$ cat config.mk
export PLATFORM = sky130hd
export DESIGN_NAME = addr_ce_decoder
export DESIGN_NICKNAME = d
export VERILOG_FILES = /design/src/rtl/addr_ce_decoder.sv
export SDC_FILE = /design/constraint.sdc
export NUM_CORES = 1
export LEC_CHECK = 0
export CORE_MARGIN = 2
export CORE_UTILIZATION = 36
export DETAILED_ROUTE_END_ITERATION = 7
export PLACE_DENSITY = 0.83
export SLEW_MARGIN = 20
export SYNTH_ARGS = -nofsm -noshare
export SYNTH_HDL_FRONTEND = slang
export SYNTH_SLANG_ARGS = --single-unit
$ cat constraint.sdc
create_clock -name clk -period 2.4 [get_ports clk]
set_input_delay 0.72 -clock clk [delete_from_list [all_inputs] [get_ports clk]]
set_output_delay 0.72 -clock clk [all_outputs]
set_load 0.005 [all_outputs]
$ cat src/rtl/addr_ce_decoder.sv
module addr_ce_decoder #(
  parameter int NUM_RANGES = 2,
  parameter int ADDR_W = 32,
  parameter bit P2P = 1'b0,
  parameter logic [NUM_RANGES*ADDR_W-1:0] RANGE_BASE = {32'h0000_2000, 32'h0000_1000},
  parameter logic [NUM_RANGES*ADDR_W-1:0] RANGE_HIGH = {32'h0000_20FF, 32'h0000_100F},
  parameter logic [NUM_RANGES*16-1:0] CE_COUNTS = {16'd16, 16'd4}
) (
  input  logic clk,
  input  logic rst,
  input  logic addr_valid,
  input  logic [ADDR_W-1:0] addr,
  output logic [NUM_RANGES-1:0] range_sel,
  output logic [ce_first(NUM_RANGES)-1:0] ce,
  output logic hit
);

  function automatic int ce_cnt(int r);
    return int'(CE_COUNTS[r*16 +: 16]);
  endfunction

  function automatic int ce_first(int r);
    int s = 0;
    for (int k = 0; k < r; k++) s += int'(CE_COUNTS[k*16 +: 16]);
    return s;
  endfunction

  function automatic bit range_ok(int r);
    logic [ADDR_W:0] b, h, sz, c;
    b = {1'b0, RANGE_BASE[r*ADDR_W +: ADDR_W]};
    h = {1'b0, RANGE_HIGH[r*ADDR_W +: ADDR_W]};
    c = (ADDR_W+1)'(ce_cnt(r));
    if (h < b) return 1'b0;
    sz = h - b + 1'b1;
    if ((sz & (sz - 1'b1)) != '0) return 1'b0;
    if ((b & (sz - 1'b1)) != '0) return 1'b0;
    if (c == '0 || (c & (c - 1'b1)) != '0) return 1'b0;
    if (sz < (c << 2)) return 1'b0;
    return 1'b1;
  endfunction

  localparam int TOTAL_CE = ce_first(NUM_RANGES);
  localparam bit P2P_ONE = P2P && (NUM_RANGES == 1);

  logic [NUM_RANGES-1:0] sel_d;
  logic [TOTAL_CE-1:0]   ce_d;

  for (genvar r = 0; r < NUM_RANGES; r++) begin : g_rng
    localparam logic [ADDR_W-1:0] BASE = RANGE_BASE[r*ADDR_W +: ADDR_W];
    localparam logic [ADDR_W-1:0] HIGH = RANGE_HIGH[r*ADDR_W +: ADDR_W];
    localparam logic [ADDR_W-1:0] MASK = HIGH - BASE;
    localparam int CNT = ce_cnt(r);
    localparam int OFF = ce_first(r);

    if (!range_ok(r)) begin : g_bad
      $fatal(1, "addr_ce_decoder: range %0d has an illegal size, alignment or chip-enable count", r);
    end

    logic match, in_ce;
    logic [ADDR_W-1:0] woff;

    assign woff = (addr & MASK) >> 2;

    if (P2P_ONE) begin : g_p2p
      assign match = 1'b1;
      assign in_ce = 1'b1;
    end else begin : g_cmp
      assign match = (addr & ~MASK) == BASE;
      assign in_ce = woff < ADDR_W'(CNT);
    end

    assign sel_d[r] = match;

    for (genvar i = 0; i < CNT; i++) begin : g_ce
      assign ce_d[OFF+i] = match && in_ce && ((woff & ADDR_W'(CNT-1)) == ADDR_W'(i));
    end
  end

  always_ff @(posedge clk) begin
    if (rst) begin
      range_sel <= '0;
      ce        <= '0;
      hit       <= 1'b0;
    end else begin
      range_sel <= addr_valid ? sel_d : '0;
      ce        <= addr_valid ? ce_d : '0;
      hit       <= addr_valid && (|sel_d);
    end
  end

  assert_idle_clears_R1: assert property (@(posedge clk) disable iff (rst)
    !addr_valid |=> (!hit && ce == '0 && range_sel == '0));

  assert_ce_onehot_R7: assert property (@(posedge clk) disable iff (rst)
    $onehot0(ce));

  assert_sel_onehot_R7: assert property (@(posedge clk) disable iff (rst)
    $onehot0(range_sel));

  assert_ce_needs_hit_R4: assert property (@(posedge clk) disable iff (rst)
    (|ce) |-> (hit && (|range_sel)));

  if (P2P_ONE) begin : g_p2p_chk
    assert_p2p_always_hits_R8: assert property (@(posedge clk) disable iff (rst)
      addr_valid |=> (hit && $onehot(ce)));
  end

endmodule

======== Word-level counts from Yosys, hierarchy flattened ========
Index checks and enable logic that the tools add are counted.
word-level totals
  register bits after elaboration ......... 23
  word-level logic and storage cells ...... 53
  bits of input ports ..................... 35
cells by class
  equal/unequal tests ..................... 20
  bitwise operators ....................... 1
  reduce and logical (&&, ||, !) cells .... 27
  order comparisons ....................... 2
operators with widths
  operator                                                    count
  logical NOT 32 bit                                          2
  equality test 4 bit, second input constant                  8
  equality test 28 x 9 -> 1 bit, second input constant        1
  equality test 24 x 6 -> 1 bit, second input constant        1
  logical AND 1 bit                                           23
  equality test 4 x 3 -> 1 bit, second input constant         4
  equality test 4 x 2 -> 1 bit, second input constant         2
  less-than comparator 6 x 5 -> 1 bit, second input constant  1
  equality test 2 bit, second input constant                  2
  equality test 4 x 1 -> 1 bit, second input constant         1
  OR reduction 2 bit                                          2
  less-than comparator 2 x 3 -> 1 bit, second input constant  1
  equality test 2 x 1 -> 1 bit, second input constant         1
  inverter 1 bit                                              1

======== Depth between registers and ports, before layout ========
Gate-level depths: netlist of the first run.
  depth in word-level cells ............... 3
  gate-level depth with buffers ........... 4

======== Least setup slack after synthesis of the first run ========
No wires, ideal clock.
  kind .................................... input port to flip-flop
  start point ............................. input port addr[7]
  end point ............................... register ce[2]
  setup slack ............................. 0.700 ns
  library setup time ...................... 0.088 ns
  arrival ................................. 1.612 ns
  stages on the path ...................... 3
  buffers on the path ..................... 0
  cells stage by stage .................... nor4b_2 nand4_2 nor4b_2
between the ends
  cells in the longest elaborated chain, start to end .. 3
RTL lines
  element                         line  source
  start: declaration              12    input logic [ADDR_W-1:0] addr,
  equality test 28 x 9 -> 1 bit   68    assign match = (addr & ~MASK) == BASE;
  logical AND 1 bit (2 in a row)  75    assign ce_d[OFF+i] = match && in_ce && ((woff & ADDR_W'(CNT-1)) == ADDR_W'(i));
  end signal: assignment          86    ce <= addr_valid ? ce_d : '0;
  end: declaration                14    output logic [ce_first(NUM_RANGES)-1:0] ce,
No other way between the ends.
A chain may end at the register's enable or synchronous reset.

======== Worst setup path after layout of the first run ========
  start point ............................. input port addr[14]
  end point ............................... register ce[7]
between the ends
  cells in the longest elaborated chain, start to end .. 3
RTL lines
  element                         line
  equality test 24 x 6 -> 1 bit   68
  logical AND 1 bit (2 in a row)  75
No other way between the ends.

==> key figures, run 1 <==
Run status
  • Status: completed

Finish
  • Layout Nets: between 150 and 200
  • Most frequent cells in the layout: clkdlybuf4s50_1 (55), dfxtp_1 (23), nor3_1 (14)
  • # diodes: 0
  • Layout cell share with drive strength beyond 1: 0.103
  • Layout fillers: 190
  • Area occupied by multi-input gates: around 340 um^2
  • Reg area: roughly 460 um^2
  • Area grow syn2layout: 79.4%
  • Most common cell after layout, fill and taps aside: clkdlybuf4s50_1

CTS
  • PostCTS Resize Cnt: 0
  • Htree depth: 1
  • Clock transition at path regs: about 110 ps
  • Post-CTS Setup Inserts: 0
  • CTS Buf Count: 3
  • CTS tree: built
  • Cts hold-fix bufs: 0
  • # clock sinks: 23
  • Max clock buf depth: 2
  • Root buf cell: clkbuf_4

STA
  • Slew HR: 0.687
  • Max Slew Vio Count: 0
  • Fin crit period: between 2000 and 2500 ps
  • F_max: ~0.49 GHz
  • RSZ-0062 raised after global routing: no
  • Total negative slack: 0 ps
  • Final Hold Viols: 0
  • Setup-failing EPs final: 0
  • Final period util: 0.858
  • Hold Slack: ~1100 ps
  • Worst-Margin Slew: 462 ps

Global route
  • Tot GR Track Use: 0.171
  • Vias in the first global route: about 800
  • Gr ovfl total: 0
  • Global-route wire length before repair: roughly 3.4 mm
  • Pin count of the biggest net entering global routing: 24
  • Initial antenna violation count: 0

Yosys
  • Mux contribution to synthesized area: 0
  • Post-synthesis xor/xnor area fraction: 0
  • Synth Register Bits: 23
  • Area contributors post-synth: dfxtp_1 (57%), nor3_1 (8.7%), nor4_1 (7.0%)
  • Synthesized Nets: 109
  • Sequential area share after synthesis: 0.570
  • Synth area leader: dfxtp_1
  • Largest family of logic cells by synthesized area: simple AND/OR/NAND/NOR gates
  • Count of cell types in the netlist: 19
  • Synth warn: 0
  • Post-synthesis instance area: slightly above 800 um^2
  • Post-synthesis adder-cell area fraction: 0
  • Post-synthesis simple-gate area fraction: 0.406
  • Mapped Cells: 74
  • Post-synth top area share: 0.570
  • Avg Synthesized Cell Area: ~11 um^2
  • Compound-cell area share of the yosys netlist: 0.00929

Worst setup path
  • CP max stage cell: clkdlybuf4s50_1
  • Critical path depth: 4
  • Crit path buffers/inverters: 1
  • Crit path launch type: input port
  • Critical path class: in -> reg
  • Crit path to: ce[7]
  • Top Family by Delay on Critical Path: simple AND/OR/NAND/NOR gates
  • Crit end category: flip-flop
  • CP peak stage delay: between 400 and 500 ps
  • Ordered cell list for the critical path: clkdlybuf4s50_1, nor4_4, nand4_1, nor4_1
  • Crit path required time: 2580 ps
  • Critical path fanouts, max: 6
  • CP arrival: approximately 2200 ps
  • CP startpoint: addr[14]

Die
  • Die area: between 0.002 and 0.003 mm^2
  • Core area: between 0.002 and 0.0025 mm^2
  • Width of the die: a little over 50 um
  • Initial core utilization: 0.373
  • Row count: 17
  • IO Count: between 50 and 60
  • Chip Height: 51.4 um

Routing
  • Routed Antenna Nets: 0
  • TritonRoute pass-1 iters: 4
  • DRC viols: 0
  • Wirelength, routed: 2.05 mm
  • Vias: roughly 840
  • Number of vias per cell: 5.09
  • DRT iter0 DRCs: 15
  • Routed length per instance: ~13 um

Power
  • Worst vdd ir: around 0.00033 V
  • PD cells: ~440 mW/mm^2
  • Leakage: a little under 0.5 nW

Placed design
  • Detailed placement HPWL: about 1.7 mm
  • Buffers added on ports: between 50 and 60
  • GP Congestion: approximately 0.84

Worst hold path
  • Hold WC Path Type: in -> reg

Flow run
  • Max cap viols: 0
-- worst min-delay path by stage --
stage                from           end  slack (ps)  cells past startpoint
4_1_cts        addr_valid  range_sel[1]        1110                      3
3_5_place_dp       ce[12]        ce[12]        1420                      1
5_1_grt        addr_valid  range_sel[1]        1130                      3
6_report       addr_valid  range_sel[1]        1100                      3
3_3_place_gp       ce[17]        ce[17]        1420                      1
2_1_floorplan     addr[2]         ce[2]         790                      1
-- synth_stat cells --
cell type / instances
nor4b_1: 2
nor4_1: 9
nor2_1: 2
nor4bb_1: 2
buf_2: 1
dfxtp_1: 23
nand4_1: 5
nor3_1: 14
nand2b_1: 2
and4b_1: 1
inv_1: 1
clkbuf_1: 1
nand2_1: 4
nand4_2: 1
nor4_2: 1
nor4b_2: 2
or4bb_1: 1
nor4_4: 1
a211oi_1: 1
-- per-stage QoR --
step           instances  power, mW  area, um^2  utilization  setup WS [ps]
2_1_floorplan         74      0.404         808            -            700
3_3_place_gp         160      0.470        1420        0.656            174
3_5_place_dp         160      0.473        1420        0.656            106
4_1_cts              164      0.633        1450        0.668            341
5_1_grt              164      0.660        1450        0.668            316
6_report             164      0.635        1450        0.668            340
-- layer usage --
| layer | vias to the layer above | track usage | routed length (um) |
|---|---|---|---|
| li1 | 409 | - | - |
| met1 | 379 | 0.182 | 767 |
| met2 | 44 | 0.321 | 1110 |
| met3 | 3 | 0.0468 | 166 |
| met4 | 0 | 0.0526 | 8 |
| met5 | - | 0 | 0 |
-- state kept, by name, summed over array words and instances, names as in the netlist --
signal / cells
ce: 20
range_sel: 2
hit: 1
-- final cells by class --
type                    instances  share of cell area
clock buffers                   3              0.0155
clock inverters                 1             0.00345
inverters                       1             0.00259
multi-input cells              48               0.231
flip-flops and latches         23               0.318
well taps                      28              0.0242
repair buffers                 60               0.406
-- cell families after synthesis --
group / Yosys count
buffers and inverters: 3
DFF: 23
and+or+nand+nor: 47
AOI/OAI and AO/OA: 1
-- report_power, final --
group / switching, mW / internal [mW]
logic: 0.0260 / 0.0565
clock network: 0.109 / 0.0622
registers: 0.000000000436 / 0.382
total: 0.135 / 0.500
Power figures use the tool's default switching activity.
==> run 2, diff against run 1 <==
--- a/config.mk
+++ b/config.mk
@@ -9,6 +9,7 @@
 export CORE_UTILIZATION = 36
 export DETAILED_ROUTE_END_ITERATION = 7
 export PLACE_DENSITY = 0.83
+export SKIP_LAST_GASP = 1
 export SLEW_MARGIN = 20
 export SYNTH_ARGS = -nofsm -noshare
 export SYNTH_HDL_FRONTEND = slang
==> results of run 2 <==
Final layout, timing and power as in run 1 (identical DEF).
==> run 3, diff against run 2 <==
--- a/config.mk
+++ b/config.mk
@@ -6,9 +6,10 @@
 export NUM_CORES = 1
 export LEC_CHECK = 0
 export CORE_MARGIN = 2
-export CORE_UTILIZATION = 36
+export CORE_UTILIZATION = 37
+export CTS_BUF_LIST = sky130_fd_sc_hd__clkbuf_4 sky130_fd_sc_hd__clkbuf_8
 export DETAILED_ROUTE_END_ITERATION = 7
-export PLACE_DENSITY = 0.83
+export PLACE_DENSITY = 0.85
 export SKIP_LAST_GASP = 1
 export SLEW_MARGIN = 20
 export SYNTH_ARGS = -nofsm -noshare
==> key figures, run 3 (synthesis gave the netlist of run 1 again) <==
STA
  • Total negative slack: 0 ps
  • Worst-Margin Slew: between 400 and 500 ps
  • RSZ-0062 raised after global routing: no
  • Final period util: 0.833
  • Setup-failing EPs final: 0
  • Final Hold Viols: 0
  • Fin crit period: ~2000 ps
  • F_max: 0.500 GHz
  • Max Slew Vio Count: 0
  • Slew HR: 0.668

Global route
  • Global-route wire length before repair: roughly 3.6 mm
  • Vias in the first global route: between 800 and 900
  • Initial antenna violation count: 0
  • Tot GR Track Use: 0.187
  • Gr ovfl total: 0
  • Pin count of the biggest net entering global routing: 24

Worst setup path
  • Critical path fanouts, max: 8
  • Ordered cell list for the critical path: clkdlybuf4s50_1, nor4bb_1, nand4_1, nor3_1
  • CP max stage cell: clkdlybuf4s50_1
  • Top Family by Delay on Critical Path: simple AND/OR/NAND/NOR gates
  • CP arrival: around 2200 ps
  • Crit path launch type: input port
  • Critical path class: in -> reg
  • Crit path buffers/inverters: 1
  • Crit path required time: roughly 2600 ps
  • Crit end category: flip-flop
  • CP peak stage delay: between 600 and 700 ps

Routing
  • Routed Antenna Nets: 0
  • DRC viols: 0
  • Vias: 821
  • Routed length per instance: approximately 13 um
  • Number of vias per cell: around 5.0
  • TritonRoute pass-1 iters: 6
  • Wirelength, routed: roughly 2.2 mm
  • DRT iter0 DRCs: 9

CTS
  • Clock transition at path regs: roughly 130 ps
  • CTS Buf Count: 3
  • Post-CTS Setup Inserts: 0
  • Htree depth: 1
  • Root buf cell: clkbuf_4
  • CTS tree: built
  • Max clock buf depth: 2
  • PostCTS Resize Cnt: 0
  • # clock sinks: 23
  • Cts hold-fix bufs: 0

Power
  • Leakage: ~0.49 nW
  • Worst vdd ir: roughly 0.00029 V
  • PD cells: between 400 and 500 mW/mm^2

Finish
  • # diodes: 0
  • Layout cell share with drive strength beyond 1: 0.103
  • Most common cell after layout, fill and taps aside: clkdlybuf4s50_1
  • Non-filler instance count after layout: approximately 160
  • Max FFs per register: 20
  • Top flop regs: ce x20, range_sel x2, hit x1
  • Most flops, register: ce
  • Cell area after layout: 0.00145 mm^2
  • Most frequent cells in the layout: clkdlybuf4s50_1 (55), dfxtp_1 (23), nor3_1 (14)
  • Area grow syn2layout: 79.6%
  • Fin util: 0.725
  • Layout Nets: 172

Die
  • IO Count: a little under 60
  • Core area: 0.00200 mm^2
  • Width of the die: slightly above 50 um
  • Row count: 16
  • Die area: approximately 0.0026 mm^2
  • Chip Height: ~51 um
  • Initial core utilization: 0.404

Placed design
  • GP Congestion: 0.814
  • Post-Place Cells: 159
  • Buffers added on ports: 55
  • Area after DPL: ~0.0014 mm^2
  • Detailed placement HPWL: 1.68 mm

Flow run
  • Max cap viols: 0

Run status
  • Status: completed

Worst hold path
  • Hold WC Path Type: in -> reg
==> run 3: path summary, 6_finish.rpt <==
check                   from           end  slack, ps  depth (start not counted)
setup / recovery     addr[2]        ce[17]        400                          4
hold / removal    addr_valid  range_sel[1]       1100                          3
==> run 3: final cells by class <==
class | count | area [um^2]
Timing Repair Buffer | 60 | 588
Fill cell | 154 | 551
Sequential cell | 23 | 460
Multi-Input combinational cell | 48 | 335
Tap cell | 27 | 33.8
Clock buffer | 4 | 30.0
Inverter | 1 | 3.75
==> run 3: power by group <==
part	switching (mW)	internal [mW]
sequential	0.000000000464	0.382
clock	0.110	0.0761
combinational	0.0266	0.0565
==> run 3: stage by stage <==
stage / setup slack, ps / hold slack, ps / total power, mW
after floorplan: 700 / 791 / 0.404
after detailed placement: 101 / 1420 / 0.473
after CTS: 411 / 1100 / 0.650
final: 401 / 1100 / 0.650
after global routing: 324 / 1140 / 0.678
after global placement: 182 / 1420 / 0.470
==> run 3: per-layer routing <==
layer	global-route usage	wire, um
met1	0.186	820
met4	0.0766	20
met2	0.357	1120
met5	0	0
met3	0.0536	195
